$ cat config.mk
export PLATFORM = sky130hd
export DESIGN_NAME = frac_n_divider
export DESIGN_NICKNAME = d
export VERILOG_FILES = /design/src/rtl/frac_div_pkg.sv /design/src/rtl/frac_div_cfg.sv /design/src/rtl/frac_div_mash.sv /design/src/rtl/frac_n_divider.sv
export SDC_FILE = /design/constraint.sdc
export NUM_CORES = 1
export LEC_CHECK = 0
export BUFFER_PORTS_ARGS = -buffer_cell sky130_fd_sc_hd__buf_2
export CORE_ASPECT_RATIO = 1.1
export CORE_UTILIZATION = 57
export CTS_CLUSTER_DIAMETER = 100
export DETAILED_ROUTE_END_ITERATION = 10
export MAX_ROUTING_LAYER = met4
export PLACE_DENSITY = 0.75
export SLEW_MARGIN = 40
export SYNTH_ARGS = -nofsm -noshare
export SYNTH_HDL_FRONTEND = slang
export SYNTH_SLANG_ARGS = --single-unit
$ cat constraint.sdc
create_clock -name clk -period 13.65 [get_ports clk]
set_input_delay 1.365 -clock clk [delete_from_list [all_inputs] [get_ports clk]]
set_output_delay 1.365 -clock clk [all_outputs]
set_load 0.005 [all_outputs]
$ cat src/rtl/frac_div_pkg.sv
package frac_div_pkg;

    localparam int INT_W   = 9;
    localparam int MOD_W   = 12;
    localparam int RAT_W   = INT_W + 1;
    localparam int OFS_W   = 4;
    localparam int STAGES  = 3;
    localparam int INT_MIN = 31;
    localparam int MOD_MIN = 2;

    typedef enum logic {
        ST_IDLE,
        ST_RUN
    } dstate_t;

    typedef struct packed {
        logic [INT_W-1:0] int_v;
        logic [MOD_W-1:0] frac_v;
        logic [MOD_W-1:0] mod_v;
    } cfg_t;

endpackage

$ cat src/rtl/frac_div_cfg.sv
module frac_div_cfg
    import frac_div_pkg::*;
(
    input  logic             clk,
    input  logic             rst_n,
    input  logic             load,
    input  logic [INT_W-1:0] int_in,
    input  logic [MOD_W-1:0] frac_in,
    input  logic [MOD_W-1:0] mod_in,
    input  logic             take,
    output logic             pend_valid,
    output cfg_t             pend,
    output logic             cfg_err
);

    logic legal;

    always_comb begin
        legal = (int_in >= INT_W'(INT_MIN)) &&
                (mod_in >= MOD_W'(MOD_MIN)) &&
                (frac_in < mod_in);
    end

    always_ff @(posedge clk) begin
        if (!rst_n) begin
            pend_valid <= 1'b0;
            pend       <= '0;
            cfg_err    <= 1'b0;
        end else begin
            if (take) begin
                pend_valid <= 1'b0;
            end
            if (load) begin
                if (legal) begin
                    pend.int_v  <= int_in;
                    pend.frac_v <= frac_in;
                    pend.mod_v  <= mod_in;
                    pend_valid  <= 1'b1;
                    cfg_err     <= 1'b0;
                end else begin
                    cfg_err <= 1'b1;
                end
            end
        end
    end

endmodule

$ cat src/rtl/frac_div_mash.sv
module frac_div_mash
    import frac_div_pkg::*;
(
    input  logic                    clk,
    input  logic                    rst_n,
    input  logic [MOD_W-1:0]        frac,
    input  logic [MOD_W-1:0]        modv,
    input  logic                    seed,
    input  logic [MOD_W-1:0]        seed_val,
    input  logic                    step,
    output logic signed [OFS_W-1:0] offset
);

    logic [MOD_W-1:0] st_in [STAGES];
    logic [MOD_W-1:0] acc_n [STAGES];
    logic             carry [STAGES];
    logic             c2_d, c3_d, c3_dd;

    for (genvar k = 0; k < STAGES; k++) begin : g_stage
        logic [MOD_W-1:0] acc_r;
        logic [MOD_W:0]   sum;

        if (k == 0) begin : g_first
            assign st_in[k] = frac;
        end else begin : g_chain
            assign st_in[k] = acc_n[k-1];
        end

        assign sum      = {1'b0, acc_r} + {1'b0, st_in[k]};
        assign carry[k] = (sum >= {1'b0, modv});
        assign acc_n[k] = carry[k] ? (sum[MOD_W-1:0] - modv) : sum[MOD_W-1:0];

        always_ff @(posedge clk) begin
            if (!rst_n) begin
                acc_r <= '0;
            end else if (seed) begin
                acc_r <= seed_val;
            end else if (step) begin
                acc_r <= acc_n[k];
            end
        end
    end

    always_ff @(posedge clk) begin
        if (!rst_n || seed) begin
            c2_d  <= 1'b0;
            c3_d  <= 1'b0;
            c3_dd <= 1'b0;
        end else if (step) begin
            c2_d  <= carry[1];
            c3_d  <= carry[2];
            c3_dd <= c3_d;
        end
    end

    always_comb begin
        offset = OFS_W'(carry[0])
               + OFS_W'(carry[1]) - OFS_W'(c2_d)
               + OFS_W'(carry[2]) - OFS_W'({c3_d, 1'b0}) + OFS_W'(c3_dd);
    end

endmodule

$ cat src/rtl/frac_n_divider.sv
module frac_n_divider
    import frac_div_pkg::*;
(
    input  logic             clk,
    input  logic             rst_n,
    input  logic             in_tick,
    input  logic             load,
    input  logic [INT_W-1:0] int_in,
    input  logic [MOD_W-1:0] frac_in,
    input  logic [MOD_W-1:0] mod_in,
    output logic             div_pulse,
    output logic [RAT_W-1:0] cur_ratio,
    output logic             cfg_err
);

    dstate_t                 st_q, st_d;
    cfg_t                    act_q;
    cfg_t                    pend;
    logic                    pend_valid;
    logic [RAT_W-1:0]        cnt_q;
    logic signed [OFS_W-1:0] offset;
    logic                    boundary, apply, step;
    logic [RAT_W-1:0]        next_ratio, pend_ratio;

    frac_div_cfg u_cfg (
        .clk        (clk),
        .rst_n      (rst_n),
        .load       (load),
        .int_in     (int_in),
        .frac_in    (frac_in),
        .mod_in     (mod_in),
        .take       (apply),
        .pend_valid (pend_valid),
        .pend       (pend),
        .cfg_err    (cfg_err)
    );

    frac_div_mash u_mash (
        .clk      (clk),
        .rst_n    (rst_n),
        .frac     (act_q.frac_v),
        .modv     (act_q.mod_v),
        .seed     (apply),
        .seed_val (pend.frac_v),
        .step     (step),
        .offset   (offset)
    );

    always_comb begin
        boundary   = (st_q == ST_RUN) && in_tick && (cnt_q == '0);
        apply      = pend_valid && ((st_q == ST_IDLE) || boundary);
        step       = boundary && !pend_valid;
        next_ratio = {1'b0, act_q.int_v}
                   + {{(RAT_W-OFS_W){offset[OFS_W-1]}}, offset};
        pend_ratio = {1'b0, pend.int_v};
    end

    // state register
    always_ff @(posedge clk) begin
        if (!rst_n) begin
            st_q <= ST_IDLE;
        end else begin
            st_q <= st_d;
        end
    end

    // transitions: IDLE_TO_RUN on a pending legal setting, RUN_HOLD afterwards
    always_comb begin
        st_d = st_q;
        unique case (st_q)
            ST_IDLE: if (pend_valid) st_d = ST_RUN;
            ST_RUN:  st_d = ST_RUN;
            default: st_d = ST_IDLE;
        endcase
    end

    // outputs and period counter
    always_ff @(posedge clk) begin
        if (!rst_n) begin
            act_q     <= '0;
            cnt_q     <= '0;
            cur_ratio <= '0;
            div_pulse <= 1'b0;
        end else begin
            div_pulse <= boundary;
            if (apply) begin
                act_q     <= pend;
                cnt_q     <= pend_ratio - RAT_W'(1);
                cur_ratio <= pend_ratio;
            end else if (step) begin
                cnt_q     <= next_ratio - RAT_W'(1);
                cur_ratio <= next_ratio;
            end else if ((st_q == ST_RUN) && in_tick) begin
                cnt_q <= cnt_q - RAT_W'(1);
            end
        end
    end

endmodule

**After elaboration in Yosys (flattened, before gate mapping)**

Cells that the tools add are included.

- Latch bits: 0
- Input port bits: 37
- Register bits after elaboration: 129
- Word-level logic and storage cells: 77
- Memories kept: 0
- Memory bits (read-only): 0
- Output and inout port bits: 12
- Bits in writable memories: 0

- Div/mod/pow operators: 0
- Add/subtract/negate cells: 15
- Shift-type cells: 0
- Muxes and demuxes: 20
- Bitwise gates (word level): 2
- Equal/unequal tests: 0
- $mul: 0
- Reduce and logical (&&, ||, !) cells: 15
- $lt $le $gt $ge: 6

Operator list:

| operator | number |
|---|---|
| 12-bit 2-to-1 mux | 9 |
| 12-bit by 12-bit adder with 13-bit output | 3 |
| 13-bit by 12-bit >= comparator with 1-bit output | 3 |
| 12-bit subtractor | 3 |
| 10-bit 2-to-1 mux | 3 |
| 10-bit by 1-bit subtractor with 10-bit output, second input constant | 2 |
| 9-bit 2-to-1 mux | 2 |
| 12-bit by 2-bit >= comparator with 1-bit output, second input constant | 1 |
| 12-bit less-than comparator | 1 |
| 9-bit by 10-bit adder with 10-bit output | 1 |
| 10-bit zero test | 1 |
| 9-bit by 1-bit subtractor with 10-bit output, second input constant | 1 |
| 9-bit by 5-bit >= comparator with 1-bit output, second input constant | 1 |
| 4-bit by 1-bit adder with 4-bit output | 2 |
| 1-bit logical AND | 6 |
| 1-bit 2-to-1 mux | 5 |
| 4-bit by 1-bit subtractor with 4-bit output | 1 |
| 4-bit by 2-bit subtractor with 4-bit output | 1 |
| 3-bit nonzero test | 1 |
| 1-bit by 1-bit adder with 2-bit output | 1 |
| 1-bit zero test | 2 |
| 1-bit logical OR | 2 |
| 1-bit inverter | 2 |
| 1-bit one-hot mux with 2 select lines | 1 |
| 3 further kinds | 3 |

**Depth between registers and ports, before layout**

- Depth after elaboration: 15
- Gate-level depth with buffers: 67
- Depth with buffers taken out: 64

**Hierarchy**

A second synthesis with hierarchy kept.

- Cells, all modules: 1190
- Area, all modules: 9874.5 µm²

Modules (own cells, without submodules):

| module | times used | area an instance (µm²) | cells each | seq. area each (µm²) |
|---|---|---|---|---|
| frac_div_mash | 1 | 5198.7 | 632 | 780.7 |
| frac_n_divider | 1 | 2909.0 | 361 | 1101.1 |
| frac_div_cfg | 1 | 1766.7 | 197 | 700.7 |

**Worst setup path before layout**

OpenSTA, ideal clock, no wires.

- Path type: reg2reg
- Start point: register act_q[13] (netlist bit)
- End point: register cnt_q[8]
- Data arrival time: 13.123 ns
- Path buffers: 3
- Required time: 13.580 ns
- Library setup time: 0.070 ns
- Slack: 0.458 ns
- Clock period less this slack: 13.192 ns
- Stages on the path, launching flop included: 64
- Cell sequence: dfxtp_1 > ha_1 > a21o_1 > a21oi_1 > o21bai_1 > a2111o_1 > a31oi_1 > o21bai_1 > xor2_1 > ha_1 > nand2_1 > o21ai_0 > a21o_1 > a31oi_1 > o221ai_1 > buf_2 > mux2i_1 > ha_1 > [28 not listed] > or3_1 > nor3_1 > o22ai_1 > buf_2 > fa_1 > ha_1 > inv_1 > ha_1 > inv_1 > ha_1 > a21oi_1 > o22ai_1 > a211o_1 > xor2_1 > o221a_2 > or4b_4 > xor2_1 > a21oi_1

RTL lines:

| what | line | source |
|---|---|---|
| start: declaration | frac_n_divider.sv:17 | `cfg_t act_q;` |
| start signal: assignment | frac_n_divider.sv:87 | `act_q <= pend;` |
| end signal: assignment | frac_n_divider.sv:88 | `cnt_q <= pend_ratio - RAT_W'(1);` |
| end signal: assignment | frac_n_divider.sv:91 | `cnt_q <= next_ratio - RAT_W'(1);` |
| end signal: assignment | frac_n_divider.sv:94 | `cnt_q <= cnt_q - RAT_W'(1);` |
| end: declaration | frac_n_divider.sv:20 | `logic [RAT_W-1:0] cnt_q;` |

**Worst setup path after layout**

- Start point: register act_q[12] (netlist bit)
- End point: register cnt_q[8]

- Word-level cells in the longest chain between the ends: 15
- Elaborated cells on any way between the ends: 19
- Those cells by class: add/sub (12); order compare (3); mux (4)

Ends and longest elaborated chain:

| what | line | source |
|---|---|---|
| 12-bit by 12-bit adder with 13-bit output (*) | frac_div_mash.sv:29 | `assign sum = {1'b0, acc_r} + {1'b0, st_in[k]};` |
| 12-bit subtractor or 13-bit by 12-bit >= comparator with 1-bit output (tied branches) | frac_div_mash.sv:31, frac_div_mash.sv:30 |  |
| 12-bit 2-to-1 mux | frac_div_mash.sv:31 | `assign acc_n[k] = carry[k] ? (sum[MOD_W-1:0] - modv) : sum[MOD_W-1:0];` |
| 12-bit by 12-bit adder with 13-bit output | frac_div_mash.sv:29 |  |
| 12-bit subtractor or 13-bit by 12-bit >= comparator with 1-bit output (tied branches) | frac_div_mash.sv:31, frac_div_mash.sv:30 |  |
| 12-bit 2-to-1 mux | frac_div_mash.sv:31 |  |
| 12-bit by 12-bit adder with 13-bit output | frac_div_mash.sv:29 |  |
| 13-bit by 12-bit >= comparator with 1-bit output | frac_div_mash.sv:30 | `assign carry[k] = (sum >= {1'b0, modv});` |
| 4-bit by 1-bit adder with 4-bit output (*) | frac_div_mash.sv:59 | `+ OFS_W'(carry[2]) - OFS_W'({c3_d, 1'b0}) + OFS_W'(c3_dd);` |
| 4-bit by 2-bit subtractor with 4-bit output (*) | frac_div_mash.sv:59 |  |
| 4-bit by 1-bit adder with 4-bit output (*) | frac_div_mash.sv:59 |  |
| 9-bit by 10-bit adder with 10-bit output (*) | frac_n_divider.sv:54 | `+ {{(RAT_W-OFS_W){offset[OFS_W-1]}}, offset};` |
| 10-bit by 1-bit subtractor with 10-bit output (*) | frac_n_divider.sv:91 |  |
| 10-bit 2-to-1 mux (*) | frac_n_divider.sv:90 | `end else if (step) begin` |
| 10-bit 2-to-1 mux (*) | frac_n_divider.sv:86 | `if (apply) begin` |

Every way passes the cells marked *; elsewhere a longest branch is shown, timed or not.
A chain may end at the register's enable or synchronous reset.

==> results.py <==
metrics = {
    "route": {
        "finalWirelength_mm": 26.15,
        "drc": 0,
        "wl_per_cell_um": 18.51,
        "dr.pass1.iters": 5,
        "drt_iter0_drc": 675,
        "routed_via_density": 6.148,
        "via_count": 8687,
        "postRouteAntennaNets": 0,
    },
    "placement": {
        "hpwl_mm": 18.85,
        "globalplace.congestion": 0.9796,
        "port_buffers": 48,
    },
    "layout": {
        "num_antenna_cells": 0,
        "mostFrequentLayoutCells": "nand2_1, dfxtp_1, a21oi_1",
        "syn_to_final_growth_pct": 14.47,
        "nets": 1342,
        "drive_above_1_share": 0.1632,
    },
    "synth": {
        "synth_mux_area_frac": 0.07422,
        "synth_top_family_by_area": "compound AO/OA/AOI/OAI gates",
        "synth_area_um2": 9440,
        "synth_area_leaders": "dfxtp_1, ha_1, a21oi_1, mux2i_1, nand2_1",
        "synthAdderAreaFrac": 0.1463,
        "synthArstFlopShare": 0,
        "ys_seq_area_frac": 0.2736,
        "synth_cells": 1152,
        "yosysWarnings": 0,
        "synthSimpleGateAreaFrac": 0.1818,
        "synthFlopType": "dfxtp_1",
        "synth_edf_count": 0,
        "synth_top_area_frac": 0.2736,
        "synth_compound_area_frac": 0.2154,
        "ys_ff_latch": 129,
        "synthesis.nets": 1294,
        "yosysTopAreaCell": "dfxtp_1",
        "synth_xor_area_frac": 0.06030,
        "synth.distinct_cells": 79,
        "syn_avg_cell_area_um2": 8.195,
    },
    "die": {
        "row_count": 48,
        "ios": 49,
        "dieWidth_um": 124.7,
        "die_y_um": 137.0,
        "start_util": 0.5932,
        "core_area_um2": 15920,
        "dieArea_um2": 17080,
    },
    "sta": {
        "tightest_slew_ns": 0.7292,
        "final-hold-violation-count": 0,
        "period_minus_slack_ns": 13.18,
        "max_freq_mhz": 75.89,
        "period_share": 0.9654,
        "slew_headroom": 0.5109,
        "finClkSkew_ns": 0.008942,
        "whs_ns": 0.4534,
        "slew_viol_final": 0,
        "setup_viol": 0,
    },
    "clock_tree": {
        "cts-root-buf": "clkbuf_16",
        "cts_tree": "yes",
        "insertion_delay_ns": 0.42,
        "cts.htree.levels": 4,
        "cts_sinks": 129,
        "clk_pin_slew_worst_paths_ns": 0.06,
        "clockBufferDepth": 2,
        "cts_made_buffers": 17,
        "hold_buffers": 0,
    },
    "global_route": {
        "grt_pass1_wl_mm": 41.64,
        "grt_max_degree": 93,
        "grt_pass1_vias": 8286,
        "grt-ovfl-total": 0,
        "antenna_found_initial": 0,
        "grt_util_all_layers": 0.3169,
    },
    "setup_path": {
        "timing.rr.start": "act_q[12]$_SDFFE_PN0P_",
        "end_kind": "flip-flop",
        "crit_fanout": 7,
        "cp_slowest_cell": "or4b_4",
        "crit_arrival_ns": 13.53,
        "required_ns": 14.00,
        "slowest_delay_ns": 0.48,
        "cp-start-kind": "flip-flop",
        "cpMostUsedCell": "ha_1",
        "cp-startpoint": "act_q[12]$_SDFFE_PN0P_",
        "critPathKind": "reg -> reg",
    },
    "min_path": {
        "hold_class": "reg -> reg",
        "min_from": "act_q[8]$_SDFFE_PN0P_",
    },
    "run": {
        "max_cap_viol_count": 0,
    },
    "status": {
        "status": "completed",
    },
}
==> final cells by class <==
class / instances / area, µm²
Multi-Input combinational cell: 909 / 6665
Fill cell: 1313 / 5109
Sequential cell: 129 / 2582
Timing Repair Buffer: 79 / 494.2
Clock buffer: 18 / 429.2
Tap cell: 200 / 250.2
Inverter: 64 / 240.2
Clock inverter: 14 / 145.1
==> synthesized netlist by cell type, drive strengths merged (5+ instances only) <==
library cell	n
nand2b	10
a21oi	114
clkbuf	31
fa	9
nand3	19
nor3	23
and2	7
o211ai	5
or3	6
o22ai	12
o21bai	7
nor4	8
nor2b	19
xor2	16
nand4	11
a211oi	16
inv	64
o21ai	59
ha	96
a21o	28
o21a	5
a31oi	7
mux2i	52
a21boi	11
o31a	5
and3	8
dfxtp	129
nor2	94
nand2	130
or2	8
o221ai	9
buf	19
xnor2	49
o31ai	5
mux2	16
==> through the flow <==
step / area [µm²] / cells / worst slack, ns / TNS, ns / utilization
floorplan: 9440 / 1152 / 0.4576 / 0 / -
global placement: 9852 / 1365 / -0.08090 / -0.1393 / 0.6190
detailed placement: 9858 / 1365 / -0.3231 / -0.6072 / 0.6194
CTS: 10460 / 1398 / -0.009967 / -0.009967 / 0.6572
global route: 10810 / 1413 / -0.2417 / -0.5720 / 0.6790
finish: 10810 / 1413 / 0.4723 / 0 / 0.6790
==> final timing paths <==
check                                        endpoint  slack [ns]  depth (start not counted)
worst min-delay path            act_q[8]$_SDFFE_PN0P_        0.45                          2
worst min register to register  act_q[8]$_SDFFE_PN0P_        0.45                          2
worst max-delay path            cnt_q[8]$_SDFFE_PN0P_        0.47                         62
worst max register to register  cnt_q[8]$_SDFFE_PN0P_        0.47                         62
==> worst max-delay path, delay by kind of cell, from the launching register on <==
| family | cells | cell delay (ns) |
|---|---|---|
| AO/OA/AOI/OAI | 26 | 4.98 |
| XOR/XNOR | 4 | 0.57 |
| adder cells (fa/ha/maj) | 12 | 3.52 |
| buffers and inverters | 6 | 0.73 |
| flip-flops | 1 | 0.35 |
| multiplexers | 2 | 0.49 |
| AND/OR/NAND/NOR | 12 | 2.45 |
==> metal layers <==
metal / track usage / share of wire / wire [µm] / up-vias
met5: - / 0 / 0 / -
met2: 0.5003 / 0.46 / 12000 / 352
met3: 0.05004 / 0.077 / 2020 / 51
met4: 0.1345 / 0.030 / 785 / 0
met1: 0.4036 / 0.43 / 11350 / 4089
li1: - / - / - / 4195
==> state kept, by name, summed over array words and instances, names as in the netlist <==
register              flops
st_q                      1
div_pulse                 1
u_mash.c2_d               1
cnt_q                    10
u_mash.g_stage.acc_r     36
u_mash.c3_d               1
u_cfg.cfg_err             1
u_mash.c3_dd              1
cur_ratio                10
u_cfg.pend               33
act_q                    33
u_cfg.pend_valid          1
==> cells by family (layout without fill, tap and decap cells) <==
family	count (synthesis)	in the layout
xor+xnor	65	65
simple gates	356	356
buf+inv	114	175
compound gates	315	315
flops	129	129
mux	68	68
fa+ha+maj	105	105
==> repair_timing <==
item                                    CTS  global route
endpoints found under the setup margin    3            16
pin swaps                                 1            28
cloned                                    0             0
gates resized for setup                   5            50
buffers inserted                          1            15
Power is not shown: default switching activity piles up to over one toggle a cycle in this logic, so the estimate is an artifact.
